[config.mk]
export PLATFORM = sky130hd
export DESIGN_NAME = dual_slope_sequencer
export DESIGN_NICKNAME = d
export VERILOG_FILES = /design/src/rtl/dsq_pkg.sv /design/src/rtl/dsq_prescaler.sv /design/src/rtl/dsq_sync.sv /design/src/rtl/dsq_bcd_counter.sv /design/src/rtl/dual_slope_sequencer.sv
export SDC_FILE = /design/constraint.sdc
export NUM_CORES = 1
export LEC_CHECK = 0
export BUFFER_PORTS_ARGS = -buffer_cell sky130_fd_sc_hd__buf_2
export CAP_MARGIN = 30
export CORE_ASPECT_RATIO = 0.9
export CORE_UTILIZATION = 55
export DETAILED_ROUTE_END_ITERATION = 8
export PLACE_DENSITY = 0.75
export SETUP_SLACK_MARGIN = 0.15
export SYNTH_ARGS = -nofsm -noshare
export SYNTH_HDL_FRONTEND = slang
export SYNTH_SLANG_ARGS = --single-unit
[constraint.sdc]
create_clock -name clk_i -period 3.4 [get_ports clk_i]
set_input_delay 0.68 -clock clk_i [delete_from_list [all_inputs] [get_ports clk_i]]
set_output_delay 0.68 -clock clk_i [all_outputs]
set_load 0.02 [all_outputs]
[src/rtl/dsq_pkg.sv]
package dsq_pkg;

   typedef enum logic [1:0] {
      PH_AZ    = 2'd0,
      PH_INT   = 2'd1,
      PH_DEINT = 2'd2
   } phase_e;

   // Binary to packed BCD, 16 decades at most, for elaboration-time constants.
   function automatic logic [63:0] bin2bcd(input int unsigned value);
      logic [63:0] packed_v;
      int unsigned rest;
      packed_v = '0;
      rest     = value;
      for (int d = 0; d < 16; d++) begin
         packed_v[d*4 +: 4] = 4'(rest % 10);
         rest               = rest / 10;
      end
      return packed_v;
   endfunction

endpackage

[src/rtl/dsq_prescaler.sv]
module dsq_prescaler #(
   parameter int unsigned DIV = 4
) (
   input  logic clk_i,
   input  logic rst_ni,
   output logic tick_o
);
   localparam int unsigned W = (DIV > 2) ? $clog2(DIV) : 1;
   localparam logic [W-1:0] LAST = W'(DIV - 1);

   if (DIV < 2) begin : g_bad_div
      $error("dsq_prescaler: DIV must be at least 2");
   end

   logic [W-1:0] cnt_q;

   always_ff @(posedge clk_i or negedge rst_ni) begin
      if (!rst_ni) cnt_q <= '0;
      else if (cnt_q == LAST) cnt_q <= '0;
      else cnt_q <= cnt_q + 1'b1;
   end

   assign tick_o = (cnt_q == LAST);

   // A count enable is never followed directly by another one.
   assert_tick_spacing_R1: assert property (@(posedge clk_i) disable iff (!rst_ni)
      tick_o |=> !tick_o);

endmodule

[src/rtl/dsq_sync.sv]
module dsq_sync #(
   parameter int unsigned STAGES = 2
) (
   input  logic clk_i,
   input  logic rst_ni,
   input  logic d_i,
   output logic q_o
);
   if (STAGES < 2) begin : g_bad_stages
      $error("dsq_sync: STAGES must be at least 2");
   end

   logic [STAGES-1:0] chain_q;

   always_ff @(posedge clk_i or negedge rst_ni) begin
      if (!rst_ni) chain_q <= '0;
      else chain_q <= {chain_q[STAGES-2:0], d_i};
   end

   assign q_o = chain_q[STAGES-1];

endmodule

[src/rtl/dsq_bcd_counter.sv]
module dsq_bcd_counter #(
   parameter int unsigned DIGITS = 4
) (
   input  logic              clk_i,
   input  logic              rst_ni,
   input  logic              clr_i,
   input  logic              inc_i,
   output logic [4*DIGITS-1:0] value_o
);
   logic [DIGITS:0] carry;
   assign carry[0] = inc_i;

   for (genvar d = 0; d < DIGITS; d++) begin : g_decade
      logic [3:0] dig_q;

      always_ff @(posedge clk_i or negedge rst_ni) begin
         if (!rst_ni) dig_q <= '0;
         else if (clr_i) dig_q <= '0;
         else if (carry[d]) dig_q <= (dig_q == 4'd9) ? 4'd0 : dig_q + 4'd1;
      end

      assign carry[d+1]        = carry[d] & (dig_q == 4'd9);
      assign value_o[d*4 +: 4] = dig_q;

      assert_digit_range_R8: assert property (@(posedge clk_i) disable iff (!rst_ni)
         dig_q <= 4'd9);
   end

endmodule

[src/rtl/dual_slope_sequencer.sv]
module dual_slope_sequencer #(
   parameter int unsigned PRESCALE     = 4,
   parameter int unsigned INT_COUNTS   = 1000,
   parameter int unsigned DEINT_MAX    = 2000,
   parameter int unsigned CYCLE_COUNTS = 4000,
   parameter int unsigned DIGITS       = 4,
   parameter int unsigned SYNC_STAGES  = 2
) (
   input  logic                clk_i,
   input  logic                rst_ni,
   input  logic                cmp_i,
   output logic                az_en_o,
   output logic                int_en_o,
   output logic                deint_en_o,
   output logic [4*DIGITS-1:0] result_bcd_o,
   output logic                overrange_o,
   output logic                valid_o
);
   import dsq_pkg::*;

   localparam int unsigned CW = $clog2(CYCLE_COUNTS);
   localparam int unsigned BW = 4 * DIGITS;
   localparam logic [CW-1:0] INT_LAST  = CW'(INT_COUNTS - 1);
   localparam logic [CW-1:0] CYC_LAST  = CW'(CYCLE_COUNTS - 1);
   localparam logic [CW-1:0] AZ_RESET  = CW'(INT_COUNTS + DEINT_MAX);
   localparam logic [BW-1:0] LIM_BCD   = BW'(bin2bcd(DEINT_MAX));
   localparam logic [BW-1:0] LAST_BCD  = BW'(bin2bcd(DEINT_MAX - 1));

   // Elaboration-time parameter checks
   if (INT_COUNTS < 1 || DEINT_MAX < 1) begin : g_bad_len
      $error("dual_slope_sequencer: phase lengths must be nonzero");
   end
   if (INT_COUNTS + DEINT_MAX >= CYCLE_COUNTS) begin : g_bad_cycle
      $error("dual_slope_sequencer: cycle leaves no auto-zero time");
   end
   if (DIGITS < 1 || DIGITS > 16 || DEINT_MAX >= 10 ** DIGITS) begin : g_bad_digits
      $error("dual_slope_sequencer: DIGITS cannot hold DEINT_MAX");
   end

   logic tick;
   logic cmp_s;

   dsq_prescaler #(.DIV(PRESCALE)) u_presc (
      .clk_i  (clk_i),
      .rst_ni (rst_ni),
      .tick_o (tick)
   );

   dsq_sync #(.STAGES(SYNC_STAGES)) u_sync (
      .clk_i  (clk_i),
      .rst_ni (rst_ni),
      .d_i    (cmp_i),
      .q_o    (cmp_s)
   );

   logic          bcd_clr, bcd_inc;
   logic [BW-1:0] bcd_val;

   dsq_bcd_counter #(.DIGITS(DIGITS)) u_count (
      .clk_i   (clk_i),
      .rst_ni  (rst_ni),
      .clr_i   (bcd_clr),
      .inc_i   (bcd_inc),
      .value_o (bcd_val)
   );

   phase_e        phase_q, phase_d;
   logic [CW-1:0] pos_q, pos_d;
   logic [BW-1:0] res_q, res_d;
   logic          ovr_q, ovr_d;
   logic          valid_q, valid_d;

   always_comb begin
      phase_d = phase_q;
      pos_d   = pos_q;
      res_d   = res_q;
      ovr_d   = ovr_q;
      valid_d = 1'b0;
      bcd_clr = 1'b0;
      bcd_inc = 1'b0;
      if (tick) begin
         pos_d = (pos_q == CYC_LAST) ? '0 : pos_q + 1'b1;
         unique case (phase_q)
            PH_AZ: begin
               if (pos_q == CYC_LAST) phase_d = PH_INT;
            end
            PH_INT: begin
               if (pos_q == INT_LAST) begin
                  phase_d = PH_DEINT;
                  bcd_clr = 1'b1;
               end
            end
            PH_DEINT: begin
               if (cmp_s) begin
                  phase_d = PH_AZ;
                  res_d   = bcd_val;
                  ovr_d   = 1'b0;
                  valid_d = 1'b1;
               end else if (bcd_val == LAST_BCD) begin
                  phase_d = PH_AZ;
                  res_d   = LIM_BCD;
                  ovr_d   = 1'b1;
                  valid_d = 1'b1;
               end else begin
                  bcd_inc = 1'b1;
               end
            end
            default: phase_d = PH_AZ;
         endcase
      end
   end

   always_ff @(posedge clk_i or negedge rst_ni) begin
      if (!rst_ni) begin
         phase_q <= PH_AZ;
         pos_q   <= AZ_RESET;
         res_q   <= '0;
         ovr_q   <= 1'b0;
         valid_q <= 1'b0;
      end else begin
         phase_q <= phase_d;
         pos_q   <= pos_d;
         res_q   <= res_d;
         ovr_q   <= ovr_d;
         valid_q <= valid_d;
      end
   end

   assign az_en_o      = (phase_q == PH_AZ);
   assign int_en_o     = (phase_q == PH_INT);
   assign deint_en_o   = (phase_q == PH_DEINT);
   assign result_bcd_o = res_q;
   assign overrange_o  = ovr_q;
   assign valid_o      = valid_q;

   assert_one_phase_R7: assert property (@(posedge clk_i) disable iff (!rst_ni)
      $countones({az_en_o, int_en_o, deint_en_o}) == 1);

   assert_valid_at_end_R8: assert property (@(posedge clk_i) disable iff (!rst_ni)
      valid_o |-> (az_en_o && $past(deint_en_o)));

   assert_result_stable_R8: assert property (@(posedge clk_i) disable iff (!rst_ni)
      !valid_o |-> $stable(result_bcd_o));

   assert_ovr_is_limit_R4: assert property (@(posedge clk_i) disable iff (!rst_ni)
      overrange_o |-> (result_bcd_o == LIM_BCD));

   assert_deint_bound_R4: assert property (@(posedge clk_i) disable iff (!rst_ni)
      deint_en_o |-> (bcd_val <= LAST_BCD));

   assert_int_length_R2: assert property (@(posedge clk_i) disable iff (!rst_ni)
      $fell(int_en_o) |-> (pos_q == CW'(INT_COUNTS)));

   assert_order_R6: assert property (@(posedge clk_i) disable iff (!rst_ni)
      $rose(int_en_o) |-> $past(az_en_o));

   assert_pos_bound_R5: assert property (@(posedge clk_i) disable iff (!rst_ni)
      pos_q <= CYC_LAST);

endmodule

==> reports/summary.txt, run 1 <==
Status = complete, no violations
CTS tree = built
I/O pins = 24
PwrDens = 377.9 nW/um2
Clock buffer depth = 2
Post-DP HPWL = 3307 um
Total number of vias = 1,868
Drt wl/cell = 14.10 um
CP endpoint kind = flop
Syn-to-layout area delta = 11.84%
Relative slew slack = 0.5526
# rows = 23
Met3 WL = 177 um
Initial Utilization = 0.5756
NumNets Final = 274
Post-route minimum period = 2266 ps
Critical path fanouts, max = 15
Core area = 4461 um2
Number of global-route vias before repair = 1,581
DR top layer = met4
Sw Pwr = 0.0002021 W
Crit path arrival time = 2500 ps
Length of routed met2 wiring = 1971 um
Synth Register Bits = 52
Top cell type by total area after synthesis = dfrtp_1
CTS buffer count = 5
Antenna violations before repair = 0
M1 WL = 2388 um
Clk pwr share = 0.413
Mapped Nets = 252
Internal power = 0.0008832 W
Largest cells by area after synthesis = dfrtp_1, dfstp_2, a22o_1
Most numerous cell in the Yosys netlist = dfrtp_1
Final Instance Area = 2872 um2
Finished Layout Cells = 326
Largest net degree at the start of global routing = 31
Crit path buf inv count = 0
Die Height = 66.82 um
Max Cap Viol = 0
CP max-delay cell = or4_4
Hold Crit Class = input port to asynchronous set/reset pin
Fin crit share = 0.6663
Clock Pin Slew Worst Setup and Hold Paths = 90 ps
Die Area = 4946 um2
Global route overflow = 0
Yosys warns = 0
F_max = 441.4 MHz
TNS Setup = 0 ps
1st-pass router iterations = 4
H-tree levels = 2
Pre-CTS setup slack = 1149 ps
Worst Tran Pin Value = 665.9 ps
Total GRT Usage = 0.2083
ANT nets after route = 0
Synthesized area = 2567 um2
Sw Share = 0.1862
Family with the most delay on the worst path = simple AND/OR/NAND/NOR gates
Yosys cell types = 53
Final Worst Setup Slack = 1134 ps
N_diodes = 0
Initial drt markers = 160
Die X = 74.02 um
Fraction of registers with async set/reset = 1.000
CTS Root Cell = clkbuf_8
Post-CTS sizing = 0
Dpl cell area = 2745 um2
RSZ-0062 raised after global routing = false
Fraction of layout cells with a size suffix above 1 = 0.1932
Synth Instances = 241
Average vias per placed instance = 5.730
Later-pin clock latency in the skew report = 300 ps
Synth top cells by count = dfrtp_1, nor2_1, nand2_1, a22o_1, a21oi_1
Hold buffers post-CTS = 0
EDFF count, synth = 0
Worst Clk Skew = 7.694 ps
Final wirelength = 4595 um
Pleak = 1.321 nW
Final Slew Violations = 0
Postcts setup bufs = 0
Seq/Total Area, Yosys = 0.5102
Top_reg_cell synth = dfrtp_1
Gpl congestion = 0.9232
CP Launch Type = flop
Critical path class = flop to flop
Cells after DPL = 318
CP max stage delay = 610 ps
Input/output buffers = 23
Avg Synthesized Cell Area = 10.65 um2
Final hold viol count = 0
Yosys top cell area share = 0.4386
Comb pwr share = 0.015
Critical Path RT = 3630 ps
Final setup fails = 0
First-pass GRT wire length = 7707 um
DRC = 0
Crit path cell chain = ha_1, nand4bb_1, or4_4, or3_1, a21oi_1
CTS sink cnt = 52
Sequential Power Share = 0.572
VDD IR max = 0.2000 mV
==> final cells by class <==
type,count,area [um2]
fill,367,1589
sequential,52,1310
multi-input combinational,171,1181
timing repair buffer,26,150.1
clock buffer,7,96.34
tap,62,77.57
clock inverter,1,30.03
inverter,7,26.28
==> final timing paths <==
| kind | cells after the start | from | slack, ps | to |
|---|---|---|---|---|
| max | 5 | u_presc.cnt_q[0]$_DFF_PN0_ | 1130 | u_count.g_decade[3].dig_q[2]$_DFFE_PN0P_ |
| min | 1 | rst_ni | 310 | result_bcd_o[12]$_DFFE_PN0P_ |
| max reg2reg | 5 | u_presc.cnt_q[0]$_DFF_PN0_ | 1130 | u_count.g_decade[3].dig_q[2]$_DFFE_PN0P_ |
| min reg2reg | 0 | u_sync.chain_q[0]$_DFF_PN0_ | 350 | u_sync.chain_q[1]$_DFF_PN0_ |
| max in group asynchronous | 3 | rst_ni | 2370 | pos_q[3]$_DFFE_PN1P_ |
| min in group clk_i | 0 | u_sync.chain_q[0]$_DFF_PN0_ | 350 | u_sync.chain_q[1]$_DFF_PN0_ |
==> cells by family after synthesis <==
group,Yosys count,share of synthesized area
AOI/OAI and AO/OA,54,0.1550
xor gates and xnor gates,9,0.03070
adders and majority gates,8,0.03899
buffers and inverters,18,0.02973
DFF,52,0.5102
muxes,3,0.01170
and+or+nand+nor,97,0.2237
==> layout by cell type, fill, tap and decap left out, drive strengths merged, types with 4 or more instances in the layout <==
master | synthesis | layout
dfrtp | 45 | 45
buf | 2 | 26
nor2 | 17 | 17
nand2 | 16 | 16
a22o | 16 | 16
a21oi | 14 | 14
o21ai | 10 | 10
nand3 | 9 | 9
nor3 | 8 | 8
ha | 8 | 8
inv | 7 | 7
xnor2 | 7 | 7
clkbuf | 9 | 7
dfstp | 7 | 7
nand3b | 5 | 5
or3 | 5 | 5
nor4 | 5 | 5
nand4 | 4 | 4
nand2b | 4 | 4
==> registers in the layout (all words and copies together) (netlist names) <==
signal,cells
valid_o,1
pos_q,12
overrange_o,1
result_bcd_o,16
u_presc.cnt_q,2
u_sync.chain_q,2
phase_q,2
u_count.g_decade.dig_q,16
==> worst reg2reg max path, stage by stage, from the launching register on <==
cell	delay (ps)
dfrtp_1	360
ha_1	410
nand4bb_1	370
or4_4	610
or3_1	320
a21oi_1	140
==> metrics by stage <==
step / util / hold slack (ps) / power (W)
final: 0.6438 / 309.6 / 0.001085
after CTS: 0.6438 / 317.7 / 0.001098
after global routing: 0.6438 / 339.8 / 0.001115
after detailed placement: 0.6154 / 337.8 / 0.0006498
after floorplan: - / 331.2 / 0.0006328
after global placement: 0.6109 / 332.6 / 0.0006469
==> metal layers <==
metal | GRT usage | up-vias
met5 | 0 | -
met4 | 0.06250 | 0
met3 | 0.04539 | 5
met2 | 0.2841 | 44
met1 | 0.3248 | 894
li1 | - | 925
==> power groups by stage <==
stage	logic, W	registers, W	clock network (W)
2_1_floorplan	0.000000300	0.000633	0
3_3_place_gp	0.0000144	0.000633	0
3_5_place_dp	0.0000172	0.000633	0
4_1_cts	0.0000173	0.000621	0.000460
5_1_grt	0.0000191	0.000621	0.000475
6_report	0.0000160	0.000621	0.000449
(Power assumes the default switching activity.)
==> inputs of run 2 (changes only) <==
Clock period 3.4 ns to 2.3 ns, I/O delays scaled along.
==> run 2 against run 1 <==
Compared with the run above:
- clock power increased by 19%
- critical path depth decreased by 1
- maximum frequency increased by 15%
- first-iteration DRC count decreased by 11%
- clock skew decreased by 1.3 ps
- core utilization increased by 0.42 points
- via count increased by 1.8%
- sequential share of layout area decreased by 0.30 points
- final cell count increased by 2.1%
- critical path type unchanged
- critical endpoint is now result_bcd_o[2]$_DFFE_PN0P_
==> reports/summary.txt, run 2 (synthesized netlist as in run 1, its figures left out) <==
Antenna violations before repair = 0
Fin crit share = 0.8571
CTS buffer count = 5
Later-pin clock latency in the skew report = 310 ps
TNS Setup = 0 ps
Clock buffer depth = 2
Postcts setup bufs = 0
Initial drt markers = 142
PwrDens = 510.4 nW/um2
F_max = 507.3 MHz
Hold buffers post-CTS = 0
Most frequent cells in the layout = dfrtp_1, buf_2, nor2_1
Worst Tran Pin Value = 526.5 ps
Pre-CTS setup slack = 331.1 ps
CTS sink cnt = 52
CP Launch Type = flop
Max Cap Viol = 0
Number of global-route vias before repair = 1,702
Final Power = 0.001475 W
VDD IR max = 0.3277 mV
NumNets Final = 281
Commonest non-fill, non-tap cell in the layout = dfrtp_1
Final setup fails = 0
Initial Utilization = 0.5756
DRC = 0
CTS Root Cell = clkbuf_8
Critical Path RT = 2510 ps
Die X = 74.02 um
I/O pins = 24
Crit path arrival time = 2180 ps
Syn-to-layout area delta = 12.57%
Global route overflow = 0
Total number of vias = 1,902
Critical path fanouts, max = 16
Final Worst Setup Slack = 328.7 ps
CP endpoint kind = flop
Average vias per placed instance = 5.712
Worst Clk Skew = 6.431 ps
H-tree levels = 2
Hold Crit Class = input port to asynchronous set/reset pin
RSZ-0062 raised after global routing = false
Pleak = 1.343 nW
N_diodes = 0
Drt wl/cell = 14.95 um
Clock Pin Slew Worst Setup and Hold Paths = 90 ps
Final Slew Violations = 0
Final wirelength = 4979 um
# rows = 23
Die Height = 66.82 um
Largest net degree at the start of global routing = 53
Relative slew slack = 0.6457
Filler instances = 358
Core area = 4461 um2
Input/output buffers = 23
Gpl congestion = 0.8627
Post-DP HPWL = 3461 um
1st-pass router iterations = 4
First-pass GRT wire length = 8259 um
CTS tree = built
Finished Layout Cells = 333
Post-route minimum period = 1971 ps
Total GRT Usage = 0.2284
Cells after DPL = 325
Die Area = 4946 um2
Final hold viol count = 0
Status = complete, no violations
Post-CTS sizing = 0
ANT nets after route = 0
Critical path class = flop to flop
Fraction of layout cells with a size suffix above 1 = 0.2140
## run 2: cell count changes in the layout (fill, tap and decap cells not counted)
cell,delta
buf_4,+7
bufinv_16,-1
clkbuf_8,-1
clkinv_2,+2
## run 2: worst paths after layout
kind / start / end / slack, ps / cells after the start
max in group asynchronous: rst_ni / pos_q[3]$_DFFE_PN1P_ / 1880 / 2
min reg2reg: u_sync.chain_q[0]$_DFF_PN0_ / u_sync.chain_q[1]$_DFF_PN0_ / 360 / 0
min: rst_ni / pos_q[6]$_DFFE_PN0P_ / 120 / 2
max: u_count.g_decade[3].dig_q[2]$_DFFE_PN0P_ / result_bcd_o[2]$_DFFE_PN0P_ / 330 / 4
max reg2reg: u_count.g_decade[3].dig_q[2]$_DFFE_PN0P_ / result_bcd_o[2]$_DFFE_PN0P_ / 330 / 4
min in group clk_i: cmp_i / u_sync.chain_q[0]$_DFF_PN0_ / 250 / 1
## run 2: final cells by class
cell class	instances	area, um2	area share
clock inverters	2	10.01	0.003463
multi-input cells	171	1181	0.4087
well taps	62	77.57	0.02684
inverters	7	26.28	0.009091
clock buffers	6	82.58	0.02857
flip-flops and latches	52	1310	0.4532
repair buffers	33	202.7	0.07013
## run 2: report_power, final
| group | leakage [nW] | total [W] | switching [W] | internal, W |
|---|---|---|---|---|
| logic | 0.604 | 0.0000225 | 0.0000173 | 0.00000524 |
| clock network | 0.0510 | 0.000535 | 0.000295 | 0.000241 |
| registers | 0.687 | 0.000918 | 0.00000170 | 0.000916 |
## run 2: critical path, stage by stage (launching register included)
cell and delay [ps]:
dfrtp_1 440, or4b_4 600, nor4_4 350, o21ai_4 190, a22o_2 290
## run 2: metrics by stage
step	util	cell area (um2)	hold slack, ps
4_1_cts	0.6480	2890	131.8
3_3_place_gp	0.6272	2798	334.1
3_5_place_dp	0.6272	2798	345.5
5_1_grt	0.6480	2890	150.1
6_report	0.6480	2890	116.0
2_1_floorplan	-	2567	164.4
## run 2: layer usage
layer,global-route usage,part of all wire,vias up
li1,-,-,941
met1,0.3386,0.52,910
met2,0.3159,0.43,45
met3,0.04992,0.038,6
met4,0.1010,0.013,0
met5,0,0,-
